## src/rtl/sdram_trk_pkg.sv

```systemverilog
package sdram_trk_pkg;

  typedef enum logic [2:0] {
    ST_IDLE    = 3'd0,
    ST_OPENING = 3'd1,
    ST_ACTIVE  = 3'd2,
    ST_RDBURST = 3'd3,
    ST_WRBURST = 3'd4,
    ST_CLOSING = 3'd5,
    ST_RDCLOSE = 3'd6,
    ST_WRCLOSE = 3'd7
  } bank_st_e;

  typedef enum logic [2:0] {
    CMD_DES, CMD_NOP, CMD_ACT, CMD_RD, CMD_WR, CMD_PRE, CMD_REF, CMD_LMR
  } cmd_e;

  typedef enum logic [2:0] {
    ERR_NONE    = 3'd0,
    ERR_BUSY    = 3'd1,
    ERR_NOROW   = 3'd2,
    ERR_ROWOPEN = 3'd3,
    ERR_NOTIDLE = 3'd4
  } err_e;

  typedef struct packed {
    logic act;
    logic rd;
    logic wr;
    logic pre;
    logic preAll;
    logic ap;
  } bank_stb_t;

  function automatic cmd_e decodeCmd(input logic [3:0] lines);
    cmd_e c;
    if (lines[3]) c = CMD_DES;
    else begin
      case (lines[2:0])
        3'b011:  c = CMD_ACT;
        3'b101:  c = CMD_RD;
        3'b100:  c = CMD_WR;
        3'b010:  c = CMD_PRE;
        3'b001:  c = CMD_REF;
        3'b000:  c = CMD_LMR;
        default: c = CMD_NOP;
      endcase
    end
    return c;
  endfunction

  function automatic logic isTransient(input bank_st_e s);
    return (s == ST_OPENING) || (s == ST_CLOSING) ||
           (s == ST_RDCLOSE) || (s == ST_WRCLOSE);
  endfunction

endpackage

```

## src/rtl/sdram_trk_ctrl.sv

```systemverilog
module sdram_trk_ctrl
  import sdram_trk_pkg::*;
#(
  parameter int NUM_BANKS = 8,
  parameter int BANK_W    = $clog2(NUM_BANKS)
) (
  input  logic                         clk,
  input  logic                         rst_n,
  input  logic                         cke,
  input  logic                         csN,
  input  logic                         rasN,
  input  logic                         casN,
  input  logic                         weN,
  input  logic [BANK_W-1:0]            bankAddr,
  input  logic                         apBit,
  input  bank_st_e [NUM_BANKS-1:0]     stVec,
  output bank_stb_t                    stb,
  output logic                         illegalPulse,
  output logic [2:0]                   errCode,
  output logic                         errSticky
);

  logic     ckePrev;
  logic     qual;
  cmd_e     cmd;
  bank_st_e tgt;
  logic     allIdle;
  logic     anyBusy;
  err_e     code;

  assign qual = ckePrev & cke;
  assign cmd  = decodeCmd({csN, rasN, casN, weN});
  assign tgt  = stVec[bankAddr];

  always_comb begin
    allIdle = 1'b1;
    anyBusy = 1'b0;
    for (int b = 0; b < NUM_BANKS; b++) begin
      if (stVec[b] != ST_IDLE) allIdle = 1'b0;
      if (isTransient(stVec[b])) anyBusy = 1'b1;
    end
  end

  always_comb begin
    code = ERR_NONE;
    case (cmd)
      CMD_ACT: begin
        if (isTransient(tgt))     code = ERR_BUSY;
        else if (tgt != ST_IDLE)  code = ERR_ROWOPEN;
      end
      CMD_RD, CMD_WR: begin
        if (isTransient(tgt))     code = ERR_BUSY;
        else if (tgt == ST_IDLE)  code = ERR_NOROW;
      end
      CMD_PRE: begin
        if (apBit) begin
          if (anyBusy)            code = ERR_BUSY;
        end else if (isTransient(tgt)) code = ERR_BUSY;
        else if (tgt == ST_IDLE)  code = ERR_NOROW;
      end
      CMD_REF, CMD_LMR: begin
        if (!allIdle)             code = ERR_NOTIDLE;
      end
      default: code = ERR_NONE;
    endcase
  end

  always_comb begin
    logic go;
    go         = qual && (code == ERR_NONE);
    stb.act    = go && (cmd == CMD_ACT);
    stb.rd     = go && (cmd == CMD_RD);
    stb.wr     = go && (cmd == CMD_WR);
    stb.pre    = go && (cmd == CMD_PRE);
    stb.preAll = apBit;
    stb.ap     = apBit;
  end

  always_ff @(posedge clk or negedge rst_n) begin
    if (!rst_n) begin
      ckePrev      <= 1'b0;
      illegalPulse <= 1'b0;
      errCode      <= 3'd0;
      errSticky    <= 1'b0;
    end else begin
      ckePrev <= cke;
      if (qual && (code != ERR_NONE)) begin
        illegalPulse <= 1'b1;
        errCode      <= code;
        errSticky    <= 1'b1;
      end else begin
        illegalPulse <= 1'b0;
        errCode      <= 3'd0;
      end
    end
  end

endmodule

```

## src/rtl/sdram_trk_banks.sv

```systemverilog
module sdram_trk_banks
  import sdram_trk_pkg::*;
#(
  parameter int NUM_BANKS = 8,
  parameter int BANK_W    = $clog2(NUM_BANKS),
  parameter int CNT_W     = 4,
  parameter int BURST_LEN = 4
) (
  input  logic                     clk,
  input  logic                     rst_n,
  input  bank_stb_t                stb,
  input  logic [BANK_W-1:0]        bankSel,
  input  logic [CNT_W-1:0]         tRcdCfg,
  input  logic [CNT_W-1:0]         tRpCfg,
  output bank_st_e [NUM_BANKS-1:0] stVec
);

  localparam int HALF = BURST_LEN / 2;
  localparam int TW   = CNT_W + 2;

  logic [TW-1:0] rcdEff;
  logic [TW-1:0] rpEff;

  assign rcdEff = (tRcdCfg == '0) ? TW'(1) : {2'b00, tRcdCfg};
  assign rpEff  = (tRpCfg  == '0) ? TW'(1) : {2'b00, tRpCfg};

  for (genvar i = 0; i < NUM_BANKS; i++) begin : g_bank
    bank_st_e      st, stN;
    logic [TW-1:0] cnt, cntN;
    logic          sel;

    assign sel = (bankSel == BANK_W'(i));

    always_comb begin
      stN  = st;
      cntN = cnt;
      if (st != ST_IDLE && st != ST_ACTIVE) begin
        if (cnt <= TW'(1)) begin
          cntN = '0;
          if (st == ST_OPENING || st == ST_RDBURST || st == ST_WRBURST)
            stN = ST_ACTIVE;
          else
            stN = ST_IDLE;
        end else begin
          cntN = cnt - TW'(1);
        end
      end
      if (stb.act && sel) begin
        stN  = ST_OPENING;
        cntN = rcdEff;
      end else if ((stb.rd || stb.wr) && sel) begin
        if (stb.ap) begin
          stN  = stb.rd ? ST_RDCLOSE : ST_WRCLOSE;
          cntN = TW'(HALF) + rpEff;
        end else begin
          stN  = stb.rd ? ST_RDBURST : ST_WRBURST;
          cntN = TW'(HALF);
        end
      end else if (stb.pre && (sel || stb.preAll) && st != ST_IDLE) begin
        stN  = ST_CLOSING;
        cntN = rpEff;
      end
    end

    always_ff @(posedge clk or negedge rst_n) begin
      if (!rst_n) begin
        st  <= ST_IDLE;
        cnt <= '0;
      end else begin
        st  <= stN;
        cnt <= cntN;
      end
    end

    assign stVec[i] = st;
  end

endmodule

```

## src/rtl/sdram_cmd_tracker.sv

```systemverilog
module sdram_cmd_tracker
  import sdram_trk_pkg::*;
#(
  parameter int NUM_BANKS = 8,
  parameter int CNT_W     = 4,
  parameter int BURST_LEN = 4,
  localparam int BANK_W   = $clog2(NUM_BANKS)
) (
  input  logic                   clk,
  input  logic                   rst_n,
  input  logic                   cke,
  input  logic                   csN,
  input  logic                   rasN,
  input  logic                   casN,
  input  logic                   weN,
  input  logic [BANK_W-1:0]      bankAddr,
  input  logic                   apBit,
  input  logic [CNT_W-1:0]       tRcdCfg,
  input  logic [CNT_W-1:0]       tRpCfg,
  output logic [NUM_BANKS*3-1:0] bankState,
  output logic                   illegalPulse,
  output logic [2:0]             errCode,
  output logic                   errSticky
);

  bank_st_e [NUM_BANKS-1:0] stVec;
  bank_stb_t                stb;

  sdram_trk_ctrl #(.NUM_BANKS(NUM_BANKS), .BANK_W(BANK_W)) u_ctrl (
    .clk(clk), .rst_n(rst_n), .cke(cke),
    .csN(csN), .rasN(rasN), .casN(casN), .weN(weN),
    .bankAddr(bankAddr), .apBit(apBit), .stVec(stVec),
    .stb(stb), .illegalPulse(illegalPulse), .errCode(errCode),
    .errSticky(errSticky)
  );

  sdram_trk_banks #(.NUM_BANKS(NUM_BANKS), .BANK_W(BANK_W), .CNT_W(CNT_W),
                    .BURST_LEN(BURST_LEN)) u_banks (
    .clk(clk), .rst_n(rst_n), .stb(stb), .bankSel(bankAddr),
    .tRcdCfg(tRcdCfg), .tRpCfg(tRpCfg), .stVec(stVec)
  );

  assign bankState = stVec;

endmodule

```

## config.mk

```make
export PLATFORM = sky130hd
export DESIGN_NAME = sdram_cmd_tracker
export DESIGN_NICKNAME = d
export VERILOG_FILES = /design/src/rtl/sdram_trk_pkg.sv /design/src/rtl/sdram_trk_ctrl.sv /design/src/rtl/sdram_trk_banks.sv /design/src/rtl/sdram_cmd_tracker.sv
export SDC_FILE = /design/constraint.sdc
export NUM_CORES = 1
export LEC_CHECK = 0
export ABC_AREA = 1
export BUFFER_PORTS_ARGS = -buffer_cell sky130_fd_sc_hd__clkbuf_2
export CAP_MARGIN = 25
export CORE_ASPECT_RATIO = 1.2
export CORE_MARGIN = 1
export CORE_UTILIZATION = 31
export CTS_CLUSTER_SIZE = 30
export DETAILED_ROUTE_END_ITERATION = 16
export PLACE_DENSITY = 0.48
export SLEW_MARGIN = 15
export SYNTH_ARGS = -nofsm -noshare
export SYNTH_HDL_FRONTEND = slang
export SYNTH_SLANG_ARGS = --single-unit
```

## constraint.sdc

```tcl
create_clock -name clk -period 8 [get_ports clk]
set_input_delay 0.4 -clock clk [delete_from_list [all_inputs] [get_ports clk]]
set_output_delay 0.4 -clock clk [all_outputs]
set_load 0.05 [all_outputs]
```

After elaboration in Yosys (flattened, before gate mapping)
Index checks and enable logic that the tools add are counted.
W data, S select, Z words.
- add/sub/neg operators: 9
- order comparisons: 9
- eq/ne operators: 78
- multiplexer cells: 124
- bitwise logic cells: 1
- reductions and logical operators: 140
- operators by type and width (kind ; count):
    $mux W6 ; 41
    $mux W3 ; 49
    $eq A3 B3 Y1 const B ; 45
    $reduce_bool A4 Y1 ; 16
    $logic_or A1 B1 Y1 ; 52
    $le A6 B1 Y1 const B ; 8
    $sub A6 B1 Y6 const B ; 8
    $logic_and A1 B1 Y1 ; 46
    $eq A3 B2 Y1 const B ; 14
    $eq A3 B1 Y1 const B ; 11
    $reduce_bool A3 Y1 ; 10
    $ne A3 B2 Y1 const B ; 8
    $mux W2 ; 10
    $mux W1 ; 19
    $pmux W3 S6 ; 1
    $reduce_and A2 Y1 ; 8
    $logic_not A3 Y1 ; 4
    $pmux W3 S4 ; 1
    $bmux W3 S3 ; 1
    $logic_not A4 Y1 ; 2
    $mux W4 ; 2
    $add A2 B6 Y6 const A ; 1
    $lt A3 B4 Y1 const B ; 1
    $reduce_or A2 Y1 ; 2
    $and A1 B1 Y1 ; 1
- flip-flop bits (word level): 78
- input port bits: 19

Logic depth before layout (Yosys ltp)
- depth in word-level cells: 23
- mapped depth: 23

By module
A second synthesis with hierarchy kept.
- cell total of the unflattened synthesis: 1119
- area, all modules: 6851.6 µm²
- modules (own cells, without submodules) (module ; times used ; cells each ; area each (µm²) ; seq. area each (µm²)):
    sdram_trk_banks ; 1 ; 962 ; 6027.0 ; 1801.7
    sdram_trk_ctrl ; 1 ; 157 ; 824.5 ; 150.1

Worst setup path after synthesis
OpenSTA, ideal clock, no wires.
- path type: reg-to-reg
- from: register u_banks.g_bank[0].st[0]
- to: register u_banks.g_bank[0].st[0]
- library setup time: 0.124 ns
- data arrival time: 2.699 ns
- path slack: 5.177 ns
- cell stages (with the launch flop): 17
- path buffers: 0
- clock period less this slack: 2.823 ns
- cells stage by stage: dfrtp_1 > nor2_2 > inv_2 > or2_1 > nor4_1 > nand2_1 > nand2_1 > nand3_2 > nor3_2 > nand2_1 > nor2_1 > inv_1 > ha_1 > inv_1 > nor2_1 > nor3_1 > nand2_1
- word-level cells in the longest chain between the ends: 23
- elaborated cells on any way between the ends: 65
- classes of those cells: eq/ne: 9; mux: 32; reduce/logical: 24
- ends and longest elaborated chain (what ; RTL line ; source):
    start, declared ; sdram_trk_banks.sv:28 ; bank_st_e st, stN;
    start signal, assigned ; sdram_trk_banks.sv:70 ; st <= stN;
    $eq A3 B1 Y1 / $eq A3 B3 Y1 (equally long branches) ; sdram_trk_pkg.sv:53 ; return (s == ST_OPENING) || (s == ST_CLOSING) ||
    $logic_or A1 B1 Y1 (2 in series) ; sdram_trk_pkg.sv:53 ;
    $logic_or A1 B1 Y1 ; sdram_trk_pkg.sv:54 ; (s == ST_RDCLOSE) || (s == ST_WRCLOSE);
    $mux W1 (8 in series) ; sdram_trk_ctrl.sv:40 ; if (isTransient(stVec[b])) anyBusy = 1'b1;
    $mux W1 ; sdram_trk_ctrl.sv:57 ; if (anyBusy) code = ERR_BUSY;
    $mux W3 ; sdram_trk_ctrl.sv:56 ; if (apBit) begin
    $pmux W3 S4 ; sdram_trk_ctrl.sv:46 ; case (cmd)
    $logic_not A3 Y1 ; sdram_trk_ctrl.sv:70 ; go = qual && (code == ERR_NONE);
    $logic_and A1 B1 Y1 ; sdram_trk_ctrl.sv:70 ;
    $logic_and A1 B1 Y1 ; sdram_trk_ctrl.sv:74 ; stb.pre = go && (cmd == CMD_PRE);
    $logic_and A1 B1 Y1 (2 in series) ; sdram_trk_banks.sv:59 ; end else if (stb.pre && (sel || stb.preAll) && st != ST_IDLE) begin
    $mux W3 ; sdram_trk_banks.sv:59 ;
    $mux W3 ; sdram_trk_banks.sv:51 ; end else if ((stb.rd || stb.wr) && sel) begin
    $mux W3 ; sdram_trk_banks.sv:48 ; if (stb.act && sel) begin
Parallel ways exist; a longest one is shown, timed or not. The select of a mux whose other input is x is not followed.
A chain may end at the register's enable or synchronous reset.

Worst setup path in the final report
- from: register u_banks.g_bank[6].st[0]
- to: register u_banks.g_bank[7].st[0]
- word-level cells in the longest chain between the ends: 17
- elaborated cells on any way between the ends: 51
- classes of those cells: eq/ne: 8; mux: 20; reduce/logical: 23
- ends and longest elaborated chain (what ; RTL line ; source):
    start, declared ; sdram_trk_banks.sv:28 ;
    start signal, assigned ; sdram_trk_banks.sv:70 ;
    $bmux W3 S3, or another cell as far along ; sdram_trk_ctrl.sv:33 ; assign tgt = stVec[bankAddr];
    $mux W3 (not written as such) / $logic_or A1 B1 Y1 (equally long branches) ; sdram_trk_ctrl.sv:33, sdram_trk_pkg.sv:53 ;
    $eq A3 B1 Y1, or another cell as far along ; sdram_trk_pkg.sv:53 ;
    $logic_or A1 B1 Y1 (on tied branches) ; sdram_trk_pkg.sv:53, sdram_trk_pkg.sv:54 ;
    $logic_or A1 B1 Y1 / $mux W1 (equally long branches) ; sdram_trk_pkg.sv:53, sdram_trk_ctrl.sv:40 ;
    $logic_or A1 B1 Y1 / $mux W1 (equally long branches) ; sdram_trk_pkg.sv:54, sdram_trk_ctrl.sv:40 ;
    $mux W3 / $mux W1 (equally long branches) ; sdram_trk_ctrl.sv:58, sdram_trk_ctrl.sv:57 ;
    $mux W3 ; sdram_trk_ctrl.sv:56 ;
    $pmux W3 S4 * ; sdram_trk_ctrl.sv:46 ;
    $logic_not A3 Y1 * ; sdram_trk_ctrl.sv:70 ;
    $logic_and A1 B1 Y1 * ; sdram_trk_ctrl.sv:70 ;
    $logic_and A1 B1 Y1 ; sdram_trk_ctrl.sv:74 ;
    $logic_and A1 B1 Y1 (2 in series) ; sdram_trk_banks.sv:59 ;
    $mux W3 ; sdram_trk_banks.sv:59 ;
    $mux W3 ; sdram_trk_banks.sv:51 ;
    $mux W3 ; sdram_trk_banks.sv:48 ;
    end signal, assigned ; sdram_trk_banks.sv:70 ;
    end, declared ; sdram_trk_banks.sv:28 ;
Mark *: on every way between the ends. The rest lies on a longest branch, timed or not. The select of a mux whose other input is x is not followed.

==> flow_metrics.env <==
export IMPL_cap_violations=0
export IMPL_fillers=2513
export IMPL_antenna_found_initial=1
export IMPL_drv_slew=0
export IMPL_r2r_end="u_banks.g_bank[7].st[0]"
export IMPL_layout_commonest_cell="nand2_1"
export IMPL_r2r_setup_slack_ns=4.44
export IMPL_cp_common_cell="nand2_1"
export IMPL_dp_hpwl_mm=18.49
export IMPL_syn_area_um2=7078
export IMPL_clock_root_buffer="clkbuf_16"
export IMPL_violations="negative hold slack"
export IMPL_fmax_mhz=281.2
export IMPL_ant_nets=0
export IMPL_cts_hold_fix_buffers=0
export IMPL_seq_area_frac_synth=0.2758
export IMPL_crit_path_start_kind="flop"
export IMPL_rr_startpoint="u_banks.g_bank[6].st[0]"
export IMPL_die_w_um=139.9
export IMPL_peakVddDrop_mv=0.1200
export IMPL_cp_num_buf_inv=2
export IMPL_path_delay_family="simple AND/OR/NAND/NOR gates"
export IMPL_endpoint_kind="flop"
export IMPL_antenna_cells=0
export IMPL_cts_buffer_depth=2
export IMPL_drtIter0Drc=438
export IMPL_io_pin_count=48
export IMPL_hold_viol=1
export IMPL_worstPathMaxFanout=7
export IMPL_finClkSkew_ns=0.01234
export IMPL_viasPerCell=5.009
export IMPL_crit_path_cell_trace="nor2_1, nand2_1, nor4_1, nand2_1, nand2_1, nand3_2, nor3_2, nand2_1, nor2_1, inv_1, ha_1, inv_1, nor2_1, nor3_1, o21ai_0"
export IMPL_worstSetupPathType="reg2reg"
export IMPL_use_met1=0.2728
export IMPL_busiest_layer="met2"
export IMPL_critPathArrivalTime_ns=3.78
export IMPL_die_area_um2=23440
export IMPL_drive_above_1_share=0.1247
export IMPL_core_area_um2=22450
export IMPL_ys_warn_count=0
export IMPL_grt_pass1_wl_mm=39.14
export IMPL_slowest_delay_ns=0.50
export IMPL_synthTopCellsByArea="dfrtp_1 28%, nand2_1 19%, nor2_1 11%"
export IMPL_slowest_stage="dfrtp_1"
export IMPL_cp_required_ns=8.22
export IMPL_port_buffers=47
export IMPL_synth_top_area_frac=0.2758
export IMPL_ys_seq_elements=78
export IMPL_drtPass1Iterations=6
export IMPL_synth_area_per_cell_um2=6.160
export IMPL_finalSetupViolations=0
export IMPL_post_cts_buffers=0
export IMPL_synthFlopType="dfrtp_1"
export IMPL_grt_usage=0.2191
export IMPL_areaGrowthSynthToFinish_pct=11.17
export IMPL_use_met2=0.3743
export IMPL_fin_crit_sh=0.4445
export IMPL_min_period_ns=3.556
export IMPL_routed_wl_mm=24.77
export IMPL_worstMarginPinSlew_ns=0.9501
export IMPL_gp_congestion=0.9316
export IMPL_p_leak_nw=4.275
export IMPL_start_util=0.3153
export IMPL_drc=0
export IMPL_cts_buffers=9
export IMPL_power_density_nw_per_um2=351.1
export IMPL_holdWs_ns=-0.001256
export IMPL_final_nets=1228
export IMPL_synth_top_area_cell="dfrtp_1"
export IMPL_rows=60
export IMPL_rsz0062_at_grt="false"
export IMPL_clock_latency_ns=0.35
export IMPL_synth_fp_nets=1187
export IMPL_h_tree_depth=3
export IMPL_synth_edf_count=0
export IMPL_path_clk_slew_ns=0.06
export IMPL_hold_path_class="in2async"
export IMPL_fp_dieH_um=167.5
export IMPL_cts_tree="yes"
export IMPL_layout_common_cells="357 x nand2_1, 206 x nor2_1, 110 x inv_1"
export IMPL_max_slew_margin_rel=0.3646
export IMPL_gr_usage_met3=0.02917
export IMPL_synthArstFlopShare=1.000
export IMPL_synthCells=1149
export IMPL_route_detailed_wl_per_inst_um=16.81
export IMPL_cts_resized=0
export IMPL_cts_sinks=78
export IMPL_grt_max_degree=46
export IMPL_multi_input_area_um2=4463
export IMPL_grt_overflow_total=0
export IMPL_status="finished with violations"
export IMPL_register_area_um2=1952
export IMPL_yosysUniqueCellTypes=47
export IMPL_num_vias=7383
export IMPL_r2r_cells=15
export IMPL_grt_pass1_vias=7110
export IMPL_final_setup_tns_ns=0
-- power by group --
group / total, W / internal (W) / leakage [nW] / switching, W
sequential: 0.000743 / 0.000554 / 0.991 / 0.000189
combinational: 0.00161 / 0.000580 / 3.14 / 0.00103
clock: 0.000407 / 0.000229 / 0.139 / 0.000178
-- flip-flops by register name (all words and copies together), names as in the netlist --
signal,cells
u_ctrl.ckePrev,1
u_ctrl.errCode,3
u_banks.g_bank.st,24
u_banks.g_bank.cnt,48
u_ctrl.errSticky,1
u_ctrl.illegalPulse,1
-- cell families after synthesis --
logic type,after synthesis,synth area share
adder cells (fa/ha/maj),19,0.03359
AO/OA/AOI/OAI,100,0.07637
XOR/XNOR,9,0.01114
buffers and inverters,162,0.09528
flip-flops,78,0.2758
AND/OR/NAND/NOR,781,0.5079
-- worst reg2reg max path, stage by stage (launching register included) --
cell and delay (ns):
dfrtp_1 0.50, nor2_1 0.32, nand2_1 0.17, nor4_1 0.38, nand2_1 0.12, nand2_1 0.09
nand3_2 0.14, nor3_2 0.41, nand2_1 0.09, nor2_1 0.15, inv_1 0.06, ha_1 0.39
inv_1 0.24, nor2_1 0.08, nor3_1 0.16, o21ai_0 0.12
-- worst max path at each step --
stage,start,endpoint,slack [ns],cells past startpoint
floorplan,u_banks.g_bank[0].st[0],u_banks.g_bank[0].st[0],5.18,16
global placement,bankAddr[0],u_banks.g_bank[7].st[0],4.33,19
detailed placement,bankAddr[0],u_banks.g_bank[7].st[0],4.30,19
CTS,u_banks.g_bank[6].st[0],u_banks.g_bank[7].st[0],4.38,15
global route,u_banks.g_bank[5].st[0],u_banks.g_bank[2].cnt[1],4.16,13
finish,u_banks.g_bank[6].st[0],u_banks.g_bank[7].st[0],4.44,15
-- metrics by stage --
stage                     std cells  total power, W  cell area (um^2)  setup WS, ns    util
final                          1474        0.002763              7869         4.444  0.3506
after detailed placement       1458        0.002368              7582         4.298  0.3378
after global routing           1474        0.003054              7869         4.157  0.3506
after floorplan                1149        0.001969              7078         5.177       -
after global placement         1456        0.002369              7560         4.335  0.3368
after CTS                      1474        0.002790              7869         4.381  0.3506
-- layout make-up --
cell class,count,share of cell area
tap,279,0.04436
multi-input combinational,909,0.5672
sequential,78,0.2481
timing repair buffer,54,0.03784
inverter,138,0.06615
clock inverter,4,0.003816
clock buffer,12,0.03260
-- metal layers --
layer  routed length [um]  vias up
met1                10610     3417
met4                  905        0
met3                 1335       49
met2                11920      172
li1                     -     3745
met5                    0        -
-- cell usage after synthesis, drive strengths merged (15+ instances only) --
master	count
nand4	28
nand3b	16
o21ai	63
nand3	109
nor2	221
buf	17
ha	19
dfrtp	78
a21oi	21
nand2	362
or2	15
inv	128
nor3	21
Power figures use the tool's default switching activity.
